`src/rtl/log_mul_pkg.sv`:
```
package log_mul_pkg;

    // Upper bound on operand width handled by the helper functions
    localparam int MAX_OPND_W = 32;

    // Which path produced the registered result
    typedef enum logic {
        SRC_ZERO = 1'b0,
        SRC_LOG  = 1'b1
    } prod_src_e;

    // Position of the highest set bit (0 when none is set)
    function automatic int msb_index(input logic [MAX_OPND_W-1:0] v);
        int r;
        r = 0;
        for (int i = 0; i < MAX_OPND_W; i++) begin
            if (v[i]) r = i;
        end
        return r;
    endfunction

    // Mask that keeps the top 'keep' bits of a 'field_w'-bit fraction field
    function automatic logic [MAX_OPND_W-1:0] keep_mask(input int field_w, input int keep);
        logic [MAX_OPND_W-1:0] m;
        m = '1;
        m = m << (field_w - keep);
        return m;
    endfunction

endpackage

```
`src/rtl/log_mul_lod.sv`:
```
// Leading-one detection and fraction alignment for one operand
module log_mul_lod
    import log_mul_pkg::*;
#(
    parameter int OPND_W = 8,
    parameter int KEEP   = 7
) (
    input  logic [OPND_W-1:0]         opnd,
    output logic [$clog2(OPND_W)-1:0] chr,
    output logic [OPND_W-2:0]         frac
);
    localparam int KW = $clog2(OPND_W);
    localparam int FW = OPND_W - 1;
    localparam logic [MAX_OPND_W-1:0] TRUNC = keep_mask(FW, KEEP);

    logic [MAX_OPND_W-1:0] wide;
    logic [KW-1:0]         shamt;
    logic [OPND_W-1:0]     aligned;
    int                    pos;

    assign wide = MAX_OPND_W'(opnd);

    always_comb begin
        pos     = msb_index(wide);
        chr     = KW'(pos);
        shamt   = KW'(FW - pos);
        aligned = opnd << shamt;
        frac    = aligned[FW-1:0] & TRUNC[FW-1:0];
    end

endmodule

```
`src/rtl/log_mul_antilog.sv`:
```
// Linear antilog: (1 + fraction) shifted by the summed characteristic
module log_mul_antilog #(
    parameter int OPND_W = 8
) (
    input  logic [$clog2(OPND_W):0] ksum,
    input  logic [OPND_W-1:0]       fsum,
    output logic [2*OPND_W-1:0]     prod
);
    localparam int KW = $clog2(OPND_W);
    localparam int FW = OPND_W - 1;
    localparam int TW = 3 * OPND_W;

    logic [KW:0]       kk;
    logic [OPND_W-1:0] one_frac;
    logic [TW-1:0]     scaled;

    always_comb begin
        // a carry out of the fraction sum moves one unit into the characteristic;
        // the remaining fraction is the low bits in both cases
        kk       = ksum + (KW+1)'(fsum[FW]);
        one_frac = {1'b1, fsum[FW-1:0]};
        scaled   = TW'(one_frac) << kk;
        prod     = (2*OPND_W)'(scaled >> FW);
    end

endmodule

```
`src/rtl/log_approx_mul.sv`:
```
module log_approx_mul
    import log_mul_pkg::*;
#(
    parameter int OPND_W    = 8,
    parameter int FRAC_BITS = OPND_W - 1
) (
    input  logic                  clk,
    input  logic                  rst,
    input  logic                  in_valid,
    input  logic [OPND_W-1:0]     op_a,
    input  logic [OPND_W-1:0]     op_b,
    output logic                  out_valid,
    output logic [2*OPND_W-1:0]   product
);
    localparam int KW   = $clog2(OPND_W);
    localparam int FW   = OPND_W - 1;
    localparam int KEEP = (FRAC_BITS > FW) ? FW : ((FRAC_BITS < 0) ? 0 : FRAC_BITS);

    logic [OPND_W-1:0] opnd_arr [2];
    logic [KW-1:0]     chr_arr  [2];
    logic [FW-1:0]     frac_arr [2];

    assign opnd_arr[0] = op_a;
    assign opnd_arr[1] = op_b;

    for (genvar g = 0; g < 2; g++) begin : g_opnd
        log_mul_lod #(
            .OPND_W (OPND_W),
            .KEEP   (KEEP)
        ) u_lod (
            .opnd (opnd_arr[g]),
            .chr  (chr_arr[g]),
            .frac (frac_arr[g])
        );
    end

    logic [KW:0]         ksum;
    logic [OPND_W-1:0]   fsum;
    logic [2*OPND_W-1:0] log_prod;
    logic [2*OPND_W-1:0] next_prod;
    prod_src_e           src;

    assign ksum = {1'b0, chr_arr[0]} + {1'b0, chr_arr[1]};
    assign fsum = {1'b0, frac_arr[0]} + {1'b0, frac_arr[1]};

    log_mul_antilog #(
        .OPND_W (OPND_W)
    ) u_antilog (
        .ksum (ksum),
        .fsum (fsum),
        .prod (log_prod)
    );

    always_comb begin
        src       = ((op_a == '0) || (op_b == '0)) ? SRC_ZERO : SRC_LOG;
        next_prod = (src == SRC_ZERO) ? '0 : log_prod;
    end

    always_ff @(posedge clk) begin
        if (rst) begin
            out_valid <= 1'b0;
            product   <= '0;
        end else begin
            out_valid <= in_valid;
            if (in_valid) product <= next_prod;
        end
    end

endmodule

```
`config.mk`:
```
export PLATFORM = sky130hd
export DESIGN_NAME = log_approx_mul
export DESIGN_NICKNAME = d
export VERILOG_FILES = /design/src/rtl/log_mul_pkg.sv /design/src/rtl/log_mul_lod.sv /design/src/rtl/log_mul_antilog.sv /design/src/rtl/log_approx_mul.sv
export SDC_FILE = /design/constraint.sdc
export NUM_CORES = 1
export LEC_CHECK = 0
export ABC_AREA = 1
export BUFFER_PORTS_ARGS = -buffer_cell sky130_fd_sc_hd__buf_2
export CORE_MARGIN = 1.5
export CORE_UTILIZATION = 57
export CTS_CLUSTER_DIAMETER = 120
export CTS_CLUSTER_SIZE = 8
export DETAILED_ROUTE_END_ITERATION = 10
export PLACE_DENSITY = 0.8
export REMOVE_ABC_BUFFERS = 1
export SLEW_MARGIN = 20
export SYNTH_ARGS = -nofsm -noshare
export SYNTH_HDL_FRONTEND = slang
export SYNTH_HIERARCHICAL = 1
export SYNTH_SLANG_ARGS = --single-unit
```
`constraint.sdc`:
```
create_clock -name clk -period 4.2 [get_ports clk]
set_input_delay 0.63 -clock clk [delete_from_list [all_inputs] [get_ports clk]]
set_output_delay 0.63 -clock clk [all_outputs]
set_load 0.02 [all_outputs]
```
Yosys cells after proc, flatten, opt, wreduce, memory -nomap -nowiden
Index checks and enable logic that the tools add are counted.
{"block": "word_totals", "romBits": 0, "output_inout_bits": 17, "latchBits": 0, "n_memories": 0, "wordCells": 28, "mem_bits_rw": 0, "register_bits": 17}
{"block": "op_classes", "n_shift": 3, "magnitude_cmp": 0, "n_mux": 15, "reduce_logical": 3, "bitwise": 0, "mul": 0, "div_mod_pow": 0, "n_eq_ne": 0, "add_sub_neg": 5}
{"cell": "3-bit 2-to-1 mux", "n": 8}
{"cell": "8-bit by 4-bit left shift with 23-bit output", "n": 1}
{"cell": "8-bit logical NOT", "n": 2}
{"cell": "16-bit 2-to-1 mux", "n": 1}
{"cell": "8-bit by 3-bit left shift with 7-bit output", "n": 2}
{"cell": "7-bit by 7-bit adder with 8-bit output", "n": 1}
{"cell": "2-bit 2-to-1 mux", "n": 4}
{"cell": "1-bit by 3-bit subtractor with 3-bit output, first input constant", "n": 2}
{"cell": "3-bit by 3-bit adder with 4-bit output", "n": 1}
{"cell": "4-bit by 1-bit adder with 4-bit output", "n": 1}
{"cell": "1-bit 2-to-1 mux", "n": 2}
{"cell": "1-bit logical OR", "n": 1}

Logic depth before layout (Yosys ltp)
Gate-level depths: netlist of run 1.
{"block": "depth", "ltp_word": 13, "mapped_depth": 28, "depth_no_buf": 27}

By module
The synthesis of run 1 kept the hierarchy.
{"module": "log_approx_mul", "seq_area_each_um2": 340.3, "area_per_inst_um2": 1221.2, "cells_each": 150, "instances": 1}
{"module": "log_mul_lod", "seq_area_each_um2": 0.0, "area_per_inst_um2": 317.8, "cells_each": 57, "instances": 2}
{"module": "log_mul_antilog", "seq_area_each_um2": 0.0, "area_per_inst_um2": 600.6, "cells_each": 123, "instances": 1}

Least setup slack after synthesis of run 1
Ideal clock, no wire load.
{"block": "synth_path", "path_kind": "input -> register", "start": "in op_b[2]", "end": "reg product[8]", "stages": 25, "required_time_ns": 4.134, "path_slack_ns": 0.899, "path_buffers": 0, "arrival_time_ns": 3.235, "setup_time_ns": 0.066, "path_cell_list": "inv_2 nand2_1 nand2_1 nand2_2 nand2_4 nand2_8 nand2_2 nand3_2 nand2_1 nor2_2 ha_1 a21oi_1 nand2_1 nand3_1 nand2_1 nand2_1 nand2_1 ha_1 ha_1 clkinv_1 nand3_1 nand3_1 a21oi_1 nand3_2 a21oi_2"}
{"element": "start: declaration", "line": "log_approx_mul.sv:11", "rtl": "input logic [OPND_W-1:0] op_b,"}
{"element": "end signal: assignment", "line": "log_approx_mul.sv:65", "rtl": "if (in_valid) product <= next_prod;"}
{"element": "end: declaration", "line": "log_approx_mul.sv:13", "rtl": "output logic [2*OPND_W-1:0] product"}

==> impl_metrics.env, run 1 <==
export IMPL_status="finished clean"
export IMPL_grt_max_degree=34
export IMPL_via_per_inst=5.38
export IMPL_worstHoldStart="product[12]$_SDFFE_PP0P_"
export IMPL_wl_per_cell_um=11.4
export IMPL_ctsResizeCount=0
export IMPL_cts_hold_buffers=0
export IMPL_die_h_um=68.7
export IMPL_critPathKind="in -> reg"
export IMPL_clock_skew_final_ns=0
export IMPL_drt_iter0_drc=226
export IMPL_path_clk_slew_ns=0.06
export IMPL_drv_cap=0
export IMPL_yosysWarningCount=6
export IMPL_ant_nets=0
export IMPL_syn_inst=387
export IMPL_grt_pass1_wl_um=8880
export IMPL_setup_viol=0
export IMPL_max_freq_ghz=0.278
export IMPL_totalNegativeSetupSlack_ns=0
export IMPL_rows=23
export IMPL_numCtsBuffers=3
export IMPL_synthesis_area_mm2=0.00246
export IMPL_syn_area_per_cell_um2=6.35
export IMPL_nets=450
export IMPL_initial_core_util=0.601
export IMPL_p_leak_nw=1.44
export IMPL_tightest_slew_ns=0.595
export IMPL_dieArea_mm2=0.00471
export IMPL_cts_tree="yes"
export IMPL_seq_area_frac_synth=0.138
export IMPL_vias=2505
export IMPL_peakVddDrop_mv=0.215
export IMPL_htreeDepth=1
export IMPL_ys_ff_latch=17
export IMPL_clk_path_buf_depth=2
export IMPL_crit_arrival_ns=3.77
export IMPL_hold_viol=0
export IMPL_ios=36
export IMPL_syn2layout_area_growth_pct=7.13
export IMPL_period_needed_ns=3.59
export IMPL_cp_data_required_time_ns=4.38
export IMPL_grt_usage=0.239
export IMPL_relSlewSlack=0.603
export IMPL_dp_hpwl_um=4340
export IMPL_yosys_cell_types_count=31
export IMPL_instances_no_fill=466
export IMPL_timing_critical_path_from="op_b[2]"
export IMPL_core_area_mm2=0.00409
export IMPL_grt_pass1_vias=2104
export IMPL_dpl_cell_count=462
export IMPL_maxSlewViolCount=0
export IMPL_power_density_mw_per_mm2=389
export IMPL_cp_end_kind="register"
export IMPL_grt_setup_unrepaired="no"
export IMPL_insertion_delay_ns=0.24
export IMPL_antenna_found_initial=0
export IMPL_hold_path_class="reg -> reg"
export IMPL_drive_gt1_frac=0.293
export IMPL_die_width_um=68.7
export IMPL_r2r_start="product[10]$_SDFFE_PP0P_"
export IMPL_n_antenna_cell=0
export IMPL_critPathMaxFanout=11
export IMPL_route_detailed_drc=0
export IMPL_gp_congestion=0.879
export IMPL_port_buffers=35
export IMPL_grt_overflow_total=0
export IMPL_cts_sinks=17
export IMPL_crit_path_start_kind="input pin"
export IMPL_first_pass_iters=5
export IMPL_period_share=0.855
export IMPL_root_buffer="clkbuf_8"
export IMPL_post_cts_buffers=0
export IMPL_wl_um=5330
## report_power, final
| group | internal [mW] | leakage (nW) | switching [mW] |
|---|---|---|---|
| Clock | 0.0672 | 0.0228 | 0.0506 |
| Sequential | 0.184 | 0.141 | 0.00851 |
| Combinational | 0.257 | 1.28 | 0.458 |
| Total | 0.508 | 1.44 | 0.517 |
## layer usage
| layer | vias to the layer above | routed length (um) | GRT usage |
|---|---|---|---|
| met3 | 4 | 283 | 0.0195 |
| met1 | 1107 | 2610 | 0.336 |
| li1 | 1326 | - | - |
| met2 | 68 | 2420 | 0.389 |
| met4 | 0 | 20 | 0.0625 |
| met5 | - | 0 | 0 |
## state kept, by name, indices dropped and copies added (netlist names)
| register | cells |
|---|---|
| product | 16 |
| out_valid | 1 |
## per-stage QoR
stage	total power [mW]	area, um^2	setup WS [ns]	hold slack [ns]	util
after floorplan	0.749	2330	0.661	0.593	-
after global placement	0.894	2590	0.458	0.499	0.633
after detailed placement	0.902	2590	0.379	0.508	0.633
after CTS	1.02	2630	0.623	0.526	0.644
after global routing	1.13	2630	0.275	0.564	0.644
final	1.03	2630	0.609	0.521	0.644
## synthesized netlist by cell type, drive strengths merged
cell type  instances  area, um^2
buf               10         114
o21ai             24         143
nand4              6        37.5
clkinv             1        3.75
and2               3        23.8
fa                 2        40.0
dfxtp             17         340
nor4               2        12.5
nand2            122         587
nand3             77         465
nor3               2        20.0
ha                12         150
xnor2              2        17.5
clkbuf             2        8.75
a21oi             26         168
nor2              26         118
inv               51         191
xor2               2        17.5
## cells in the final DEF, fill, tap and decap left out, drive strengths merged
cell / count
a21oi: 26
and2: 3
buf: 37
clkbuf: 4
clkinv: 1
dfxtp: 17
fa: 2
ha: 12
inv: 51
nand2: 122
nand3: 77
nand4: 6
nor2: 26
nor3: 2
nor4: 2
o21ai: 24
xnor2: 2
xor2: 2
## path summary, 6_finish.rpt
path                            slack, ns  cells after the start                        to
worst max-delay path                 0.61                     27   product[8]$_SDFFE_PP0P_
worst min-delay path                 0.52                      2  product[12]$_SDFFE_PP0P_
worst max register to register       3.49                      2  product[10]$_SDFFE_PP0P_
worst min register to register       0.52                      2  product[12]$_SDFFE_PP0P_
## worst max-delay path, stage by stage
cell     delay, ns
buf_2         0.13
inv_2         0.05
nand2_1       0.04
nand2_1       0.06
nand2_2       0.06
nand2_4       0.11
nand2_8       0.08
nand2_2       0.08
nand3_2       0.07
nand2_1       0.08
nor2_2        0.04
ha_1          0.34
a21oi_1       0.16
nand2_1       0.09
nand3_1       0.09
nand2_1       0.07
nand2_1       0.06
nand2_1       0.05
ha_1          0.20
ha_1          0.21
inv_1         0.08
nand2_1       0.05
nand2_1       0.30
nand3_1       0.16
a21oi_1       0.25
nand3_2       0.10
a21oi_2       0.12
## logic make-up after synthesis
kind of cell,share of synthesized area
buf+inv,0.129
flops,0.138
compound gates,0.126
xor+xnor,0.0143
simple gates,0.514
fa+ha+maj,0.0774
## area by class of cell
cell class | instances | area [um^2]
inverters | 52 | 195
fillers | 380 | 1450
multi-input cells | 306 | 1800
flip-flops and latches | 17 | 340
repair buffers | 37 | 190
clock buffers | 4 | 45.0
well taps | 50 | 62.6
(Power assumes the default switching activity.)
==> run 2, diff against run 1 <==
--- a/config.mk
+++ b/config.mk
@@ -12,10 +12,8 @@
 export CTS_CLUSTER_DIAMETER = 120
 export CTS_CLUSTER_SIZE = 8
 export DETAILED_ROUTE_END_ITERATION = 10
-export PLACE_DENSITY = 0.8
-export REMOVE_ABC_BUFFERS = 1
+export PLACE_DENSITY = 0.81
 export SLEW_MARGIN = 20
 export SYNTH_ARGS = -nofsm -noshare
 export SYNTH_HDL_FRONTEND = slang
-export SYNTH_HIERARCHICAL = 1
 export SYNTH_SLANG_ARGS = --single-unit
==> constraint.sdc (replaced) <==
create_clock -name clk -period 3.5 [get_ports clk]
set_input_delay 0.525 -clock clk [delete_from_list [all_inputs] [get_ports clk]]
set_output_delay 0.525 -clock clk [all_outputs]
set_load 0.02 [all_outputs]
==> run 2 against run 1 <==
Net effect:
- the flow now stops in global routing (5_1_grt)
- synthesized cell count down 19%
- synthesized area down 16%
==> impl_metrics.env, run 2 <==
export IMPL_status="stopped before the end"
export IMPL_lastStage="global routing (5_1_grt)"
export IMPL_toolErrorMsg="[ERROR GRT-0116] Global routing finished with congestion. Check the congestion regions in the DRC Viewer."
export IMPL_syn_area_per_cell_um2=6.56
export IMPL_ios=36
export IMPL_synth_main_ff_cell="dfxtp_1"
export IMPL_synth_area_leaders="dfxtp_1 (16%), nand2_1 (13%), nand3_1 (8.5%), inv_1 (5.8%), ha_1 (5.4%)"
export IMPL_syn_inst=315
export IMPL_async_reset_ff_frac=0
export IMPL_dpl_cell_area_mm2=0.00282
export IMPL_rows=21
export IMPL_yosysTopAreaCellShare=0.165
export IMPL_grt_overflow_total=19
export IMPL_root_buffer="clkbuf_4"
export IMPL_port_buffers=35
export IMPL_gp_congestion=0.902
export IMPL_clk_path_buf_depth=2
export IMPL_synth_commonest_cells="nand2_1 (74), nand3_1 (35), inv_1 (32)"
export IMPL_yosysWarningCount=0
export IMPL_numCtsBuffers=3
export IMPL_grt_max_degree=18
export IMPL_yosysMostFrequentCell="nand2_1"
export IMPL_synthesis_area_mm2=0.00207
export IMPL_grt_usage=0.610
export IMPL_die_h_um=63.2
export IMPL_cts_hold_buffers=0
export IMPL_synth_edf_count=0
export IMPL_grt_pass1_vias=3738
export IMPL_yosys_area_top_type="dfxtp_1"
export IMPL_die_width_um=63.2
export IMPL_ys_ff_latch=17
export IMPL_grt_pass1_wl_um=19000
export IMPL_initial_core_util=0.605
export IMPL_synth_fp_nets=346
export IMPL_yosys_cell_types_count=42
export IMPL_cts_sinks=17
export IMPL_seq_area_frac_synth=0.165
export IMPL_htreeDepth=1
export IMPL_dp_hpwl_um=4950
-- run 2: cell count changes after synthesis, moves of 7 or more --
cell,before,now
inv_2,13,6
nand3_2,16,7
nand2_1,97,74
nand2_2,17,6
o21ai_1,0,12
nand3_1,61,35
-- run 2: metrics by stage --
stage                     cells  hold slack (ns)  utilization  setup TNS, ns  setup slack [ns]
after floorplan             315            0.545            -          -4.83            -0.359
after global placement      460            0.448        0.826          -9.88            -0.678
after detailed placement    460            0.454        0.826         -12.27            -0.861
after CTS                   485            0.470        0.941          -1.04            -0.117
-- run 2: kinds of logic after synthesis --
| group | count (synthesis) | synth area share |
|---|---|---|
| compound gates | 70 | 0.230 |
| fa+ha+maj | 12 | 0.0835 |
| buf+inv | 55 | 0.121 |
| flops | 17 | 0.165 |
| simple gates | 161 | 0.401 |
-- run 2: per-layer routing --
layer,overflow,GRT usage
met1,0,0.592
met2,10,0.896
met3,0,0.296
met4,9,0.668
met5,0,0
-- run 2: repair_timing --
item / CTS
cloned: 2
resized for setup: 53
hold endpoints to repair: 0
pin swaps: 25
setup buffers: 19
setup endpoints to repair: 16
==> run 3, diff against run 2 <==
--- a/config.mk
+++ b/config.mk
@@ -8,11 +8,9 @@
 export ABC_AREA = 1
 export BUFFER_PORTS_ARGS = -buffer_cell sky130_fd_sc_hd__buf_2
 export CORE_MARGIN = 1.5
-export CORE_UTILIZATION = 57
-export CTS_CLUSTER_DIAMETER = 120
-export CTS_CLUSTER_SIZE = 8
+export CORE_UTILIZATION = 40
 export DETAILED_ROUTE_END_ITERATION = 10
-export PLACE_DENSITY = 0.81
+export PLACE_DENSITY_LB_ADDON = 0.15
 export SLEW_MARGIN = 20
 export SYNTH_ARGS = -nofsm -noshare
 export SYNTH_HDL_FRONTEND = slang
==> run 3 against run 2 <==
Net effect:
- the flow now finishes, with violations (negative setup slack)
- synthesized cell count unchanged
- synthesized area is the same
==> impl_metrics.env, run 3 <==
export IMPL_status="finished with violations"
export IMPL_violations="negative setup slack"
export IMPL_crit_arrival_ns=4.00
export IMPL_syn_area_per_cell_um2=6.56
export IMPL_largest_register_ff_count=16
export IMPL_die_h_um=74.9
export IMPL_cts_sinks=17
export IMPL_setup_viol=16
export IMPL_rows=25
export IMPL_clk_path_buf_depth=2
export IMPL_grt_pass1_wl_um=10800
export IMPL_final_cell_mix="buf_4 (83), nand2_1 (60), buf_2 (32), inv_1 (24)"
export IMPL_grt_overflow_total=0
export IMPL_via_per_inst=5.01
export IMPL_synth_fp_nets=346
export IMPL_max_freq_ghz=0.259
export IMPL_path_clk_slew_ns=0.07
export IMPL_cts_tree="yes"
export IMPL_drive_gt1_frac=0.592
export IMPL_final_common_cell="buf_4"
export IMPL_maxSlewViolCount=0
export IMPL_ys_ff_latch=17
export IMPL_initial_core_util=0.426
export IMPL_dp_hpwl_um=4690
export IMPL_wl_per_cell_um=13.4
export IMPL_grt_usage=0.243
export IMPL_peakVddDrop_mv=0.189
export IMPL_setup_ws_ns=-0.367
export IMPL_yosysMostFrequentCell="nand2_1"
export IMPL_route_detailed_drc=0
export IMPL_period_needed_ns=3.87
export IMPL_vias=2537
export IMPL_clock_skew_final_ns=0
export IMPL_fin_hold_ws_ns=0.466
export IMPL_yosys_area_top_type="dfxtp_1"
export IMPL_synth_commonest_cells="nand2_1 (74), nand3_1 (35), inv_1 (32)"
export IMPL_cp_end_kind="register"
export IMPL_crit_path_start_kind="input pin"
export IMPL_grt_max_degree=18
export IMPL_yosys_cell_types_count=42
export IMPL_grt_pass1_vias=2417
export IMPL_ios=36
export IMPL_wl_um=6760
export IMPL_totalNegativeSetupSlack_ns=-4.66
export IMPL_power_density_mw_per_mm2=408
export IMPL_hold_path_class="reg -> reg"
export IMPL_root_buffer="clkbuf_8"
export IMPL_drt_iter0_drc=181
export IMPL_cp_data_required_time_ns=3.63
export IMPL_n_antenna_cell=0
export IMPL_reg_top3="product x16, out_valid x1"
export IMPL_nets=471
export IMPL_dpl_cell_area_mm2=0.00281
export IMPL_htreeDepth=1
export IMPL_port_buffers=35
export IMPL_core_area_mm2=0.00485
export IMPL_period_share=1.10
export IMPL_synth_main_ff_cell="dfxtp_1"
export IMPL_insertion_delay_ns=0.25
export IMPL_synthesis_area_mm2=0.00207
export IMPL_p_leak_nw=1.66
export IMPL_critPathSlowestCell="fa_2"
export IMPL_cts_hold_buffers=0
export IMPL_synth_area_leaders="dfxtp_1 (16%), nand2_1 (13%), nand3_1 (8.5%), inv_1 (5.8%), ha_1 (5.4%)"
export IMPL_async_reset_ff_frac=0
export IMPL_critPathMaxFanout=7
export IMPL_slowest_delay_ns=0.35
export IMPL_hold_viol=0
export IMPL_ant_nets=0
export IMPL_grt_setup_unrepaired="yes"
export IMPL_drv_cap=0
export IMPL_critPathKind="in -> reg"
export IMPL_numCtsBuffers=3
export IMPL_tightest_slew_ns=0.426
export IMPL_dieArea_mm2=0.00561
export IMPL_gp_congestion=0.898
export IMPL_seq_area_frac_synth=0.165
export IMPL_synth_edf_count=0
export IMPL_die_width_um=74.9
export IMPL_first_pass_iters=4
export IMPL_yosysTopAreaCellShare=0.165
export IMPL_relSlewSlack=0.714
export IMPL_syn_inst=315
export IMPL_antenna_found_initial=0
export IMPL_yosysWarningCount=0
export IMPL_finish_instance_area_mm2=0.00350
export IMPL_largest_register="product"
export IMPL_syn2layout_area_growth_pct=69.5
## run 3: cell counts after synthesis
Identical to the previous run, type by type.
## run 3: through the flow
stage                util  power, mW  cells  worst slack (ns)
floorplan               -      0.799    315            -0.359
global placement    0.580       1.05    473            -0.663
detailed placement  0.580       1.06    473            -0.796
CTS                 0.661       1.33    499            -0.253
global route        0.723       1.53    506            -0.546
finish              0.723       1.43    506            -0.367
## run 3: report_power, final
group / switching [mW] / internal (mW)
Sequential: 0.0123 / 0.221
Clock: 0.0694 / 0.0790
Combinational: 0.587 / 0.461
Total: 0.668 / 0.761
## run 3: final timing paths
kind / start / to / slack, ns / cells after the start
max: op_b[2] / product[8]$_SDFFE_PP0P_ / -0.37 / 29
min: product[10]$_SDFFE_PP0P_ / product[10]$_SDFFE_PP0P_ / 0.47 / 2
max reg2reg: product[4]$_SDFFE_PP0P_ / product[4]$_SDFFE_PP0P_ / 2.88 / 2
min reg2reg: product[10]$_SDFFE_PP0P_ / product[10]$_SDFFE_PP0P_ / 0.47 / 2
## run 3: area by class of cell
type / count / area [um^2]
multi-input cells: 244 / 1860
fillers: 365 / 1350
repair buffers: 129 / 975
flip-flops and latches: 17 / 340
inverters: 44 / 191
well taps: 67 / 83.8
clock buffers: 3 / 41.3
clock inverters: 1 / 5.00
repair inverters: 1 / 3.75
## run 3: cell families (layout without fill, tap and decap cells)
family                     Yosys count  count (layout)  share of synthesized area
and+or+nand+nor                    161             161                      0.401
AOI/OAI and AO/OA                   70              71                      0.230
buffers and inverters               55             178                      0.121
adders and majority gates           12              12                     0.0835
DFF                                 17              17                      0.165
## run 3: timing repair
action / 4_1_cts / 5_1_grt
endpoints found under the setup margin: 16 / 16
buffers inserted: 20 / 7
gates cloned: 2 / 1
resized for setup: 53 / 62
pin swaps: 33 / 42
## run 3: routing by layer
layer / track usage / vias to the layer above / wire, um
li1: - / 1296 / -
met3: 0.0214 / 2 / 134
met5: 0 / - / 0
met4: 0.0343 / 0 / 16
met2: 0.481 / 49 / 3880
met1: 0.287 / 1190 / 2730
## run 3: critical path: cells and delay by family
family | cells | cell delay, ns
AOI/OAI and AO/OA | 9 | 0.90
adders and majority gates | 3 | 0.86
buffers and inverters | 8 | 0.85
and+or+nand+nor | 9 | 0.87
